==> src/rtl/siocfg_pkg.sv <==
`timescale 1ns/1ps
package siocfg_pkg;
  typedef enum logic [1:0] {
    ST_LOCKED = 2'd0,
    ST_KEY1   = 2'd1,
    ST_OPEN   = 2'd2
  } lock_st_e;

  localparam logic [7:0] KEY_ENTER  = 8'h87;
  localparam logic [7:0] KEY_EXIT   = 8'hAA;
  localparam logic [7:0] IDX_LDN    = 8'h07;
  localparam logic [7:0] IDX_CHIPID = 8'h20;
  localparam logic [7:0] IDX_ACT    = 8'h30;
  localparam logic [7:0] RD_IDLE    = 8'hFF;
endpackage

==> src/rtl/siocfg_addr_dec.sv <==
`timescale 1ns/1ps
// Decodes the two port addresses from the strap-selected base.
module siocfg_addr_dec #(
  parameter int ADDR_W  = 16,
  parameter int BASE_LO = 'h2E,
  parameter int BASE_HI = 'h4E
) (
  input  logic              strap_alt,
  input  logic [ADDR_W-1:0] addr,
  input  logic              wr,
  input  logic              rd,
  output logic              idx_wr,
  output logic              idx_rd,
  output logic              dat_wr,
  output logic              dat_rd
);
  localparam logic [ADDR_W-1:0] LO_IDX = ADDR_W'(BASE_LO);
  localparam logic [ADDR_W-1:0] LO_DAT = ADDR_W'(BASE_LO + 1);
  localparam logic [ADDR_W-1:0] HI_IDX = ADDR_W'(BASE_HI);
  localparam logic [ADDR_W-1:0] HI_DAT = ADDR_W'(BASE_HI + 1);

  logic hit_idx, hit_dat;

  always_comb begin
    if (strap_alt) begin
      hit_idx = (addr == HI_IDX);
      hit_dat = (addr == HI_DAT);
    end else begin
      hit_idx = (addr == LO_IDX);
      hit_dat = (addr == LO_DAT);
    end
  end

  assign idx_wr = wr & hit_idx;
  assign idx_rd = rd & hit_idx;
  assign dat_wr = wr & hit_dat;
  assign dat_rd = rd & hit_dat;
endmodule

==> src/rtl/siocfg_key_fsm.sv <==
`timescale 1ns/1ps
// Lock state machine: two enter keys open the port, the exit key closes it.
module siocfg_key_fsm
  import siocfg_pkg::*;
(
  input  logic       clk,
  input  logic       rst_n,
  input  logic       idx_wr,
  input  logic [7:0] wdata,
  output logic       open,
  output logic       idx_load
);
  lock_st_e st, st_nx;

  always_comb begin
    st_nx    = st;
    idx_load = 1'b0;
    if (idx_wr) begin
      case (st)
        ST_LOCKED: st_nx = (wdata == KEY_ENTER) ? ST_KEY1 : ST_LOCKED;
        ST_KEY1:   st_nx = (wdata == KEY_ENTER) ? ST_OPEN : ST_LOCKED;
        ST_OPEN: begin
          if (wdata == KEY_EXIT) st_nx = ST_LOCKED;
          else                   idx_load = 1'b1;
        end
        default:   st_nx = ST_LOCKED;
      endcase
    end
  end

  always_ff @(posedge clk or negedge rst_n) begin
    if (!rst_n) st <= ST_LOCKED;
    else        st <= st_nx;
  end

  assign open = (st == ST_OPEN);
endmodule

==> src/rtl/siocfg_regs.sv <==
`timescale 1ns/1ps
// Index, device select, activate bits, read mux and forwarding to device banks.
module siocfg_regs
  import siocfg_pkg::*;
#(
  parameter int          NUM_DEV = 16,
  parameter logic [7:0]  CHIP_ID = 8'h52
) (
  input  logic               clk,
  input  logic               rst_n,
  input  logic               open,
  input  logic               idx_load,
  input  logic               idx_rd,
  input  logic               dat_wr,
  input  logic               dat_rd,
  input  logic [7:0]         wdata,
  input  logic [7:0]         dev_rdata,
  output logic [7:0]         rdata,
  output logic [7:0]         index,
  output logic [7:0]         ldn,
  output logic [NUM_DEV-1:0] act,
  output logic               dev_wr,
  output logic               dev_rd
);
  logic is_ldn, is_id, is_act, is_fwd;
  logic wr_ok, rd_ok, act_sel;
  logic [NUM_DEV-1:0] sel_hit;

  assign is_ldn = (index == IDX_LDN);
  assign is_id  = (index == IDX_CHIPID);
  assign is_act = (index == IDX_ACT);
  assign is_fwd = !(is_ldn || is_id || is_act);
  assign wr_ok  = open & dat_wr;
  assign rd_ok  = open & dat_rd;

  always_ff @(posedge clk or negedge rst_n) begin
    if (!rst_n)        index <= 8'h00;
    else if (idx_load) index <= wdata;
  end

  always_ff @(posedge clk or negedge rst_n) begin
    if (!rst_n)                ldn <= 8'h00;
    else if (wr_ok && is_ldn)  ldn <= wdata;
  end

  // One activate flop per logical device.
  for (genvar g = 0; g < NUM_DEV; g++) begin : g_act
    assign sel_hit[g] = (ldn == 8'(g));
    always_ff @(posedge clk or negedge rst_n) begin
      if (!rst_n)                             act[g] <= 1'b0;
      else if (wr_ok && is_act && sel_hit[g]) act[g] <= wdata[0];
    end
  end

  assign act_sel = |(act & sel_hit);

  always_comb begin
    rdata = RD_IDLE;
    if (open && idx_rd) begin
      rdata = index;
    end else if (rd_ok) begin
      if (is_ldn)      rdata = ldn;
      else if (is_id)  rdata = CHIP_ID;
      else if (is_act) rdata = {7'b0, act_sel};
      else             rdata = dev_rdata;
    end
  end

  assign dev_wr = wr_ok & is_fwd;
  assign dev_rd = rd_ok & is_fwd;
endmodule

==> src/rtl/siocfg_port.sv <==
`timescale 1ns/1ps
module siocfg_port #(
  parameter int         ADDR_W  = 16,
  parameter int         BASE_LO = 'h2E,
  parameter int         BASE_HI = 'h4E,
  parameter int         NUM_DEV = 16,
  parameter logic [7:0] CHIP_ID = 8'h52
) (
  input  logic               clk,
  input  logic               rst_n,
  input  logic               strap_alt,
  input  logic [ADDR_W-1:0]  bus_addr,
  input  logic               bus_wr,
  input  logic               bus_rd,
  input  logic [7:0]         bus_wdata,
  output logic [7:0]         bus_rdata,
  output logic               cfg_open,
  output logic [7:0]         dev_sel,
  output logic [7:0]         dev_idx,
  output logic               dev_wr,
  output logic               dev_rd,
  output logic [7:0]         dev_wdata,
  input  logic [7:0]         dev_rdata,
  output logic [NUM_DEV-1:0] dev_active
);
  logic idx_wr, idx_rd, dat_wr, dat_rd, idx_load;

  siocfg_addr_dec #(.ADDR_W(ADDR_W), .BASE_LO(BASE_LO), .BASE_HI(BASE_HI)) u_dec (
    .strap_alt (strap_alt),
    .addr      (bus_addr),
    .wr        (bus_wr),
    .rd        (bus_rd),
    .idx_wr    (idx_wr),
    .idx_rd    (idx_rd),
    .dat_wr    (dat_wr),
    .dat_rd    (dat_rd)
  );

  siocfg_key_fsm u_key (
    .clk      (clk),
    .rst_n    (rst_n),
    .idx_wr   (idx_wr),
    .wdata    (bus_wdata),
    .open     (cfg_open),
    .idx_load (idx_load)
  );

  siocfg_regs #(.NUM_DEV(NUM_DEV), .CHIP_ID(CHIP_ID)) u_regs (
    .clk       (clk),
    .rst_n     (rst_n),
    .open      (cfg_open),
    .idx_load  (idx_load),
    .idx_rd    (idx_rd),
    .dat_wr    (dat_wr),
    .dat_rd    (dat_rd),
    .wdata     (bus_wdata),
    .dev_rdata (dev_rdata),
    .rdata     (bus_rdata),
    .index     (dev_idx),
    .ldn       (dev_sel),
    .act       (dev_active),
    .dev_wr    (dev_wr),
    .dev_rd    (dev_rd)
  );

  assign dev_wdata = bus_wdata;
endmodule

==> config.mk <==
export PLATFORM = sky130hd
export DESIGN_NAME = siocfg_port
export DESIGN_NICKNAME = d
export VERILOG_FILES = /design/src/rtl/siocfg_pkg.sv /design/src/rtl/siocfg_addr_dec.sv /design/src/rtl/siocfg_key_fsm.sv /design/src/rtl/siocfg_regs.sv /design/src/rtl/siocfg_port.sv
export SDC_FILE = /design/constraint.sdc
export NUM_CORES = 1
export LEC_CHECK = 0
export CORE_MARGIN = 2
export CORE_UTILIZATION = 40
export DETAILED_ROUTE_END_ITERATION = 12
export PLACE_DENSITY_LB_ADDON = 0.05
export SLEW_MARGIN = 20
export SYNTH_ARGS = -nofsm -noshare
export SYNTH_HDL_FRONTEND = slang
export SYNTH_SLANG_ARGS = --single-unit
==> constraint.sdc <==
create_clock -name clk -period 3.6 [get_ports clk]
set_input_delay 0.72 -clock clk [delete_from_list [all_inputs] [get_ports clk]]
set_output_delay 0.72 -clock clk [all_outputs]
set_load 0.005 [all_outputs]
# == After elaboration in Yosys (flattened, before gate mapping) ==
# Index checks and enable logic that the tools add are counted.
# Widths: inputs -> output; s select.
# op_classes
add_sub_neg,0
mul,0
div,0
n_lt_le_gt_ge,0
n_eq_ne,27
shifts,0
muxes,14
bitwise_logic,9
reduce_logical,26
# ops
cell,count
$eq 8x4->1 const B,8
$eq 8x3->1 const B,5
$mux 8,5
$eq 16x6->1 const B,2
$eq 16x7->1 const B,2
$logic_and 1x1->1,19
$and 16x16->16,1
$eq 8x2->1 const B,2
$eq 8x6->1 const B,2
$eq 8x8->1 const B,2
$reduce_or 16->1,1
$and 1x1->1,8
$eq 8x1->1 const B,1
$logic_not 8->1,1
$mux 1,6
$pmux 2 s3,1
$mux 2,2
$eq 2x1->1 const B,1
$eq 2x2->1 const B,1
$logic_not 2->1,1
$logic_or 1x1->1,2
$ne 2x2->1 const B,1
$reduce_and 2->1,1
$logic_not 1->1,1
# totals
register_bits,34
latch_bits,0
mem_bits_rw,0
mem_bits_ro,0
inputBits,37
output_inout_bits,51
mem_count,0

# == Longest topological paths before layout ==
# Gate-level depths: netlist of the first run.
# depth
depth_word,8
ltp_mapped,7
depth_no_buf,5

# == By module ==
# Synthesis of the first run repeated with hierarchy kept, for this count alone.
# hier_totals
cells_unflattened,209
area_unflattened_um2,2175.8
# modules_own_cells
mod,instances,cells_each,area_each_um2,seq_area_each_um2
siocfg_regs,1,169,1855.5,800.8
siocfg_key_fsm,1,17,152.6,50.0
siocfg_addr_dec,1,15,107.6,0.0
siocfg_port,1,8,60.1,0.0

# == Worst setup path after synthesis of the first run ==
# Ideal clock, no wire load.
# synth_path
path_type,input to output
from,in bus_addr[9]
to,out dev_rd
t_arrival_ns,2.266
required_ns,2.880
setup_slack_ns,0.614
stages,6
n_path_buf,1
path_cell_list,or4_2 -> a2111o_1 -> nor2_1 -> and3_1 -> buf_2 -> and3_1
# synth_between
elab_chain_len,5
elab_cells_between_ends,6
classes_between,eq/ne (2); mux (1); bitwise (3)
# synth_rtl
element,line_no,text
start: declaration,siocfg_port.sv:12,"input logic [ADDR_W-1:0] bus_addr,"
$eq 16x6->1 / $eq 16x7->1 (equally long branches),"siocfg_addr_dec.sv:30, siocfg_addr_dec.sv:27",
$mux 1 *,siocfg_addr_dec.sv:25,if (strap_alt) begin
$and 1x1->1 *,siocfg_addr_dec.sv:37,assign dat_rd = rd & hit_dat;
$and 1x1->1 *,siocfg_regs.sv:34,assign rd_ok = open & dat_rd;
$and 1x1->1 *,siocfg_regs.sv:70,assign dev_rd = rd_ok & is_fwd;
end: declaration,siocfg_port.sv:21,"output logic dev_rd,"
# Every way passes the cells marked *; elsewhere a longest branch is shown, timed or not.

# == Final worst setup path of the first run ==
# layout_path
from,in bus_addr[9]
to,out bus_rdata[0]
# layout_between
elab_chain_len,6
elab_cells_between_ends,12
classes_between,eq/ne (4); mux (4); bitwise (3); reduce/logical (1)
# layout_rtl
element,line_no,text
$eq 16x6->1 / $eq 16x7->1 (equally long branches),"siocfg_addr_dec.sv:30, siocfg_addr_dec.sv:27",
$mux 1,siocfg_addr_dec.sv:25,
$and 1x1->1,siocfg_addr_dec.sv:37,
$and 1x1->1,siocfg_regs.sv:34,
$mux 8,siocfg_regs.sv:61,end else if (rd_ok) begin
$mux 8 *,siocfg_regs.sv:59,if (open && idx_rd) begin
end: declaration,siocfg_port.sv:16,"output logic [7:0] bus_rdata,"
# Marked as above.

==> summary.md, run 1 <==
* fraction of final layout cells with drive strength greater than 1: 24.8%
* final std cells w/o fill: 387
* sequential cell area fraction in the yosys report: 37.2%
* syn nets: 263
* first-iteration detailed-routing DRC count: 113
* setup repair after global routing missed its margin: no
* reg-to-reg critical path endpoint: u_regs.act[3]
* post-layout minimum cycle time: 3350 ps
* WL final: 6750 µm
* number of cells produced by synthesis: 226
* Cell Area, Synth: 0.00229 mm²
* global-route wire length before repair: 10,700 µm
* width of the die: 79.6 µm
* final hold violations: 0
* wire length per cell after detailed routing: 17.4 µm
* # fillers: 477
* CTS tree: yes
* xor and xnor fraction of the mapped netlist area: 0%
* number of H-tree levels: 2
* leading cell types in the layout, fill and taps excluded: sky130_fd_sc_hd__clkdlybuf4s50_1, sky130_fd_sc_hd__dfrtp_1, sky130_fd_sc_hd__mux2_2, sky130_fd_sc_hd__buf_4, sky130_fd_sc_hd__nand2_1
* final setup skew: 4.01 ps
* area of the placeable core: 0.00551 mm²
* worst reg2reg path startpoint: u_regs.index[1]
* post-synthesis share of cell area spent on full adders, half adders and majority gates: 0%
* hold_sp: u_regs.act[13]
* effective utilization at floorplan: 41.5%
* final non-filler cell area: 0.00335 mm²
* pin count of the biggest net entering global routing: 35
* simple-gate portion of the synthesized area: 28.0%
* actual transition at the worst max-transition pin: 732 ps
* smallest hold slack: 517 ps
* sort of element at the start of the critical path: input port
* routability cong.: 0.804
* main combinational cell family by area after synthesis: simple AND/OR/NAND/NOR gates
* static power due to leakage: 1.38 nW
* Worst Hold Class: flip-flop to flip-flop
* port bufs: 87
* Cells on Worst Hold Path: 1
* total number of vias: 2,148
* WP data required: 2880 ps
* max cap viols: 0
* end point of the most critical hold path: u_regs.act[13]
* area post-placement: 0.00323 mm²
* clock latency reported for the late side of the worst-skew pair: 280 ps
* post-DR vias/cell: 5.55
* R2R Setup Slk: 1400 ps
* arrival time at the worst endpoint: 2630 ps
* number of pins with negative max-slew slack in the final report: 0
* total track usage: 21.6%
* 1st-pass router iterations: 4
* clock-pin slew on the worst setup and hold paths: 70 ps
* master cell of the clock root buffer: sky130_fd_sc_hd__clkbuf_8
* result of the run: finished, final reports clean
* maximum clock rate: 298 MHz
* ports placed on the boundary: 88
* via count of the first global-routing pass: 2,155
* area fraction in compound gates after synthesis: 8.42%
* Worst Setup End Kind: output port
* category of the critical setup timing path: input port to output port
* number of synthesis warnings: 0
* largest fanout on the critical path: 2
* most common library cell in the layout ignoring fill and taps: sky130_fd_sc_hd__clkdlybuf4s50_1
* worst vdd rail ir drop: 0.168 mV
* number of buffers created by CTS: 5
* setup violators final: 0
* final clock period utilization by the worst path: 93.1%
* mean post-synth cell area: 10.1 µm²
* post-route worst setup slack: 248 ps
* worst max-slew margin expressed relative to the limit: 50.7%
* remaining antenna violation count: 0
* DPL Wire Length: 4890 µm
* FF-to-FF path depth: 5
* multiplexer fraction of the synthesized cell area: 19.5%
* floorplan row count: 27
* # clock sinks: 34
* GRT overflow: 0
* buffer levels on the longest clock path: 2
* net count of the finished layout: 351
* initial antenna violation count: 0
* Die ar.: 0.00634 mm²
* post-synthesis to final-layout area growth: 46.7%
* pwr dens: 244 mW/mm²
* height of the chip: 79.6 µm
* Cell variety after synth: 44
* Post-Place Cells: 377
* final core utilization: 60.9%
* pre-CTS setup slack: -345 ps
* flip-flop and latch count after synthesis: 34
* count of inserted antenna diode cells: 0
* post-detailed-route DRC marker count: 0
[logic make-up (layout without fill, tap and decap cells)]
family	after synthesis	count (layout)
muxes	39	39
and+or+nand+nor	94	94
AOI/OAI and AO/OA	29	29
DFF	34	34
buffers and inverters	30	119
[how the worst max path moves through the flow]
stage	slack [ps]	depth (start not counted)	from	endpoint
floorplan	610	6	bus_addr[9]	dev_rd
global placement	-350	8	bus_addr[9]	dev_rd
detailed placement	-340	8	bus_addr[9]	dev_rd
CTS	30	9	bus_addr[5]	bus_rdata[0]
global route	170	9	bus_addr[9]	bus_rdata[0]
finish	250	9	bus_addr[9]	bus_rdata[0]
[registers in the layout (all words and copies together) (netlist names)]
| name | flops |
|---|---|
| u_regs.act | 16 |
| u_regs.index | 8 |
| u_key.st | 2 |
| u_regs.ldn | 8 |
[synth_stat cells, drive strengths merged]
cell type	instances	area, µm²
a31oi	1	6.26
or4	4	35.0
inv	6	22.5
nor2	12	50.1
nand2	15	56.3
mux2	34	383
or3	2	12.5
o211ai	2	15.0
buf	14	97.6
nor4bb	3	30.0
nor3b	2	15.0
nand2b	1	6.26
or3b	1	8.76
clkbuf	10	37.5
o21ai	10	50.1
nand3	13	77.6
o221ai	3	26.3
a2111o	1	11.3
nor4	20	211
or2	1	6.26
and3	4	25.0
a21oi	5	25.0
a211oi	2	15.0
nand4	3	18.8
mux2i	4	40.0
nor2b	5	31.3
nor4b	2	17.5
a211o	1	8.76
nor3	3	15.0
dfrtp	34	851
nand4b	1	8.76
mux4	1	22.5
a221oi	4	35.0
nand3b	2	15.0
[per-stage QoR]
stage	power, mW	setup TNS (ps)
2_1_floorplan	0.411	0
3_3_place_gp	0.476	-2660
3_5_place_dp	0.476	-2570
4_1_cts	0.827	0
5_1_grt	0.850	0
6_report	0.818	0
[power breakdown]
group	total, mW	internal (mW)	leakage [nW]	switching (mW)
Sequential	0.382	0.382	0.475	0.0000000407
Combinational	0.0871	0.0514	0.848	0.0357
Clock	0.349	0.204	0.0579	0.145
[critical path, stage by stage]
cell	delay, ps
sky130_fd_sc_hd__dlymetal6s2s_1	140
sky130_fd_sc_hd__or4_4	520
sky130_fd_sc_hd__a2111o_1	390
sky130_fd_sc_hd__nor2_2	150
sky130_fd_sc_hd__buf_4	120
sky130_fd_sc_hd__buf_4	90
sky130_fd_sc_hd__nand3_1	80
sky130_fd_sc_hd__a211o_1	280
sky130_fd_sc_hd__buf_2	130
[what timing repair did]
item                                   4_1_cts  5_1_grt
pin swaps                                    5        4
setup buffers                                2        0
setup endpoints to repair                   10        5
endpoints found under the hold margin        0        0
hold buffers                                 0        0
resized for setup                           36        9
[routing by layer]
metal	vias to the layer above	GRT usage (%)	routed length, µm
met5	-	0	0
met4	0	4.83	34
met3	5	4.19	407
met2	66	33.9	3040
met1	1057	30.8	3260
li1	1020	-	-
[area by class of cell]
cell class | instances | area [µm²] | area share, %
flip-flops and latches | 34 | 851 | 25.4
well taps | 72 | 90.1 | 2.69
inverters | 6 | 22.5 | 0.671
repair buffers | 105 | 991 | 29.5
clock buffers | 5 | 68.8 | 2.05
multi-input cells | 162 | 1290 | 38.5
clock inverters | 3 | 40.0 | 1.19
(Power assumes the default switching activity.)
==> inputs of run 2 (changes only) <==
DONT_BUFFER_PORTS = 1   (was not set)
PLACE_DENSITY = 0.62   (was not set)
PLACE_DENSITY_LB_ADDON = not set   (was 0.05)
==> run 2 against run 1 <==
Net effect: critical path depth shrank 4; setup slack gained 170 ps; non-clock buffer count shrank 103; global-route usage shrank 2.7 points; fmax grew 5.3%; cell count shrank 27%.
==> summary.md, run 2 (same netlist as run 1, synthesis figures left out) <==
* biggest cell delay along the critical path: 640 ps, was 520 ps
* final setup skew: 4.55 ps, was 4.01 ps
* final clock period utilization by the worst path: 88.4%, was 93.1%
* Die ar.: 0.00634 mm², unchanged
* width of the die: 79.6 µm, unchanged
* category of the critical setup timing path: input port to output port, unchanged
* final hold violations: 0, unchanged
* net count of the finished layout: 248, was 351
* arrival time at the worst endpoint: 2460 ps, was 2630 ps
* gate family responsible for the most delay along the worst path: simple AND/OR/NAND/NOR gates, unchanged
* actual transition at the worst max-transition pin: 752 ps, was 732 ps
* post-DR vias/cell: 6.21, was 5.55
* cts repair resizes: 0, was 36
* CTS tree: yes, unchanged
* total number of vias: 1,765, was 2,148
* result of the run: finished, final reports clean, unchanged
* Worst Path Buf+Inv: 0, was 4
* routability cong.: 0.789, was 0.804
* most common library cell in the layout ignoring fill and taps: sky130_fd_sc_hd__dfrtp_1, was sky130_fd_sc_hd__clkdlybuf4s50_1
* number of H-tree levels: 2, unchanged
* buffer levels on the longest clock path: 2, unchanged
* global-route wire length before repair: 9160 µm, was 10,700 µm
* # clock sinks: 34, unchanged
* final std cells w/o fill: 284, was 387
* master cell of the clock root buffer: sky130_fd_sc_hd__clkbuf_8, unchanged
* clock-pin slew on the worst setup and hold paths: 70 ps, about the same
* worst vdd rail ir drop: 0.205 mV, was 0.168 mV
* number of pins with negative max-slew slack in the final report: 0, unchanged
* port bufs: 0, was 87
* setup violators final: 0, unchanged
* ports placed on the boundary: 88, unchanged
* largest fanout on the critical path: 8, was 2
* wire length per cell after detailed routing: 20.3 µm, was 17.4 µm
* Post-Place Cells: 276, was 377
* area of the placeable core: 0.00551 mm², unchanged
* leading cell types in the layout, fill and taps excluded: sky130_fd_sc_hd__dfrtp_1, sky130_fd_sc_hd__mux2_2, sky130_fd_sc_hd__nand2_1, sky130_fd_sc_hd__nand3_1, was sky130_fd_sc_hd__clkdlybuf4s50_1, sky130_fd_sc_hd__dfrtp_1, sky130_fd_sc_hd__mux2_2, sky130_fd_sc_hd__buf_4, sky130_fd_sc_hd__nand2_1
* WL final: 5760 µm, was 6750 µm
* post-detailed-route DRC marker count: 0, unchanged
* Worst Hold Class: input port to asynchronous set/reset pin, was flip-flop to flip-flop
* maximum clock rate: 314 MHz, was 298 MHz
* first-iteration detailed-routing DRC count: 97, was 113
* Slowest-stage cell, CP: sky130_fd_sc_hd__or4_2, was sky130_fd_sc_hd__or4_4
* initial antenna violation count: 0, unchanged
* total negative slack: 0 ps, unchanged
* flip-flop count of the largest register after layout: 16, unchanged
* height of the chip: 79.6 µm, unchanged
* number of buffers created by CTS: 5, unchanged
* final core utilization: 42.7%, was 60.9%
* setup repair after global routing missed its margin: no, unchanged
* registers with the most flip-flops: u_regs.act x16, u_regs.index x8, u_regs.ldn x8, unchanged
* floorplan row count: 27, unchanged
* remaining antenna violation count: 0, unchanged
* post-layout minimum cycle time: 3180 ps, was 3350 ps
* post-synthesis to final-layout area growth: 2.84%, was 46.7%
* pin count of the biggest net entering global routing: 35, unchanged
* via count of the first global-routing pass: 1,706, was 2,155
* total track usage: 18.9%, was 21.6%
* sort of element at the start of the critical path: input port, unchanged
* count of inserted antenna diode cells: 0, unchanged
* WP data required: 2880 ps, about the same
* effective utilization at floorplan: 41.5%, unchanged
* max cap viols: 0, unchanged
* Post-CTS Repair Setup Buffers: 0, was 2
* Most flops, register: u_regs.act, unchanged
* smallest hold slack: 116 ps, was 517 ps
* pwr dens: 296 mW/mm², was 244 mW/mm²
* cells along the critical path: or4_2 -> a2111o_1 -> nor2_1 -> and3_1 -> o221ai_1, was dlymetal6s2s_1 -> or4_4 -> a2111o_1 -> nor2_2 -> buf_4 -> buf_4 -> nand3_1 -> a211o_1 -> buf_2
* DPL Wire Length: 4140 µm, was 4890 µm
* static power due to leakage: 0.907 nW, was 1.38 nW
* cts-stage hold buffer count: 0, unchanged
* GRT overflow: 0, unchanged
* 1st-pass router iterations: 4, unchanged
* fraction of final layout cells with drive strength greater than 1: 25.0%, was 24.8%
* worst max-slew margin expressed relative to the limit: 49.4%, was 50.7%
* clock latency reported for the late side of the worst-skew pair: 290 ps, was 280 ps
* Worst Setup End Kind: output port, unchanged
* Tot Pwr: 696 µW, was 818 µW
[run 2: cell types whose count changed in the layout (fill, tap and decap cells not counted), sizes merged]
| cell | change |
|---|---|
| bufinv | -1 |
| clkinvlp | +1 |
| clkdlybuf4s15 | -2 |
| dlygate4sd2 | -1 |
| clkinv | -1 |
| clkdlybuf4s50 | -70 |
| clkbuf | +1 |
| dlymetal6s2s | -7 |
| buf | -23 |
[run 2: area by class of cell]
type | instances | area, µm²
fillers | 543 | 3150
multi-input cells | 162 | 1280
well taps | 72 | 90.1
flip-flops and latches | 34 | 851
clock inverters | 2 | 12.5
repair buffers | 2 | 15.0
clock buffers | 6 | 82.6
inverters | 6 | 22.5
[run 2: path summary, 6_finish.rpt]
kind	start	endpoint	slack, ps	cells past startpoint
setup / recovery	bus_addr[9]	bus_rdata[1]	420	5
hold / removal	rst_n	u_regs.ldn[2]	120	0
setup reg to reg	u_regs.index[1]	u_regs.act[6]	1280	5
hold reg to reg	u_regs.act[2]	u_regs.act[2]	540	1
max in group asynchronous	rst_n	u_regs.ldn[4]	3400	0
min in group clk	u_regs.act[2]	u_regs.act[2]	540	1
[run 2: power breakdown]
part / total [mW] / internal [mW] / switching (mW) / leakage [nW]
logic: 0.0126 / 0.00697 / 0.00561 / 0.384
clock network: 0.301 / 0.154 / 0.148 / 0.0472
registers: 0.382 / 0.382 / 0.0000000427 / 0.475
[run 2: metal layers]
metal / vias up / global-route usage [%] / wire [µm]
li1: 814 / - / -
met1: 874 / 24.9 / 2420
met2: 66 / 28.2 / 2740
met3: 11 / 6.00 / 466
met4: 0 / 8.45 / 129
met5: - / 0 / 0
[run 2: stage by stage]
stage / area, µm² / setup WS, ps
CTS: 2350 / 407
global placement: 2260 / 420
floorplan: 2290 / 614
finish: 2350 / 418
detailed placement: 2260 / 412
global route: 2350 / 235
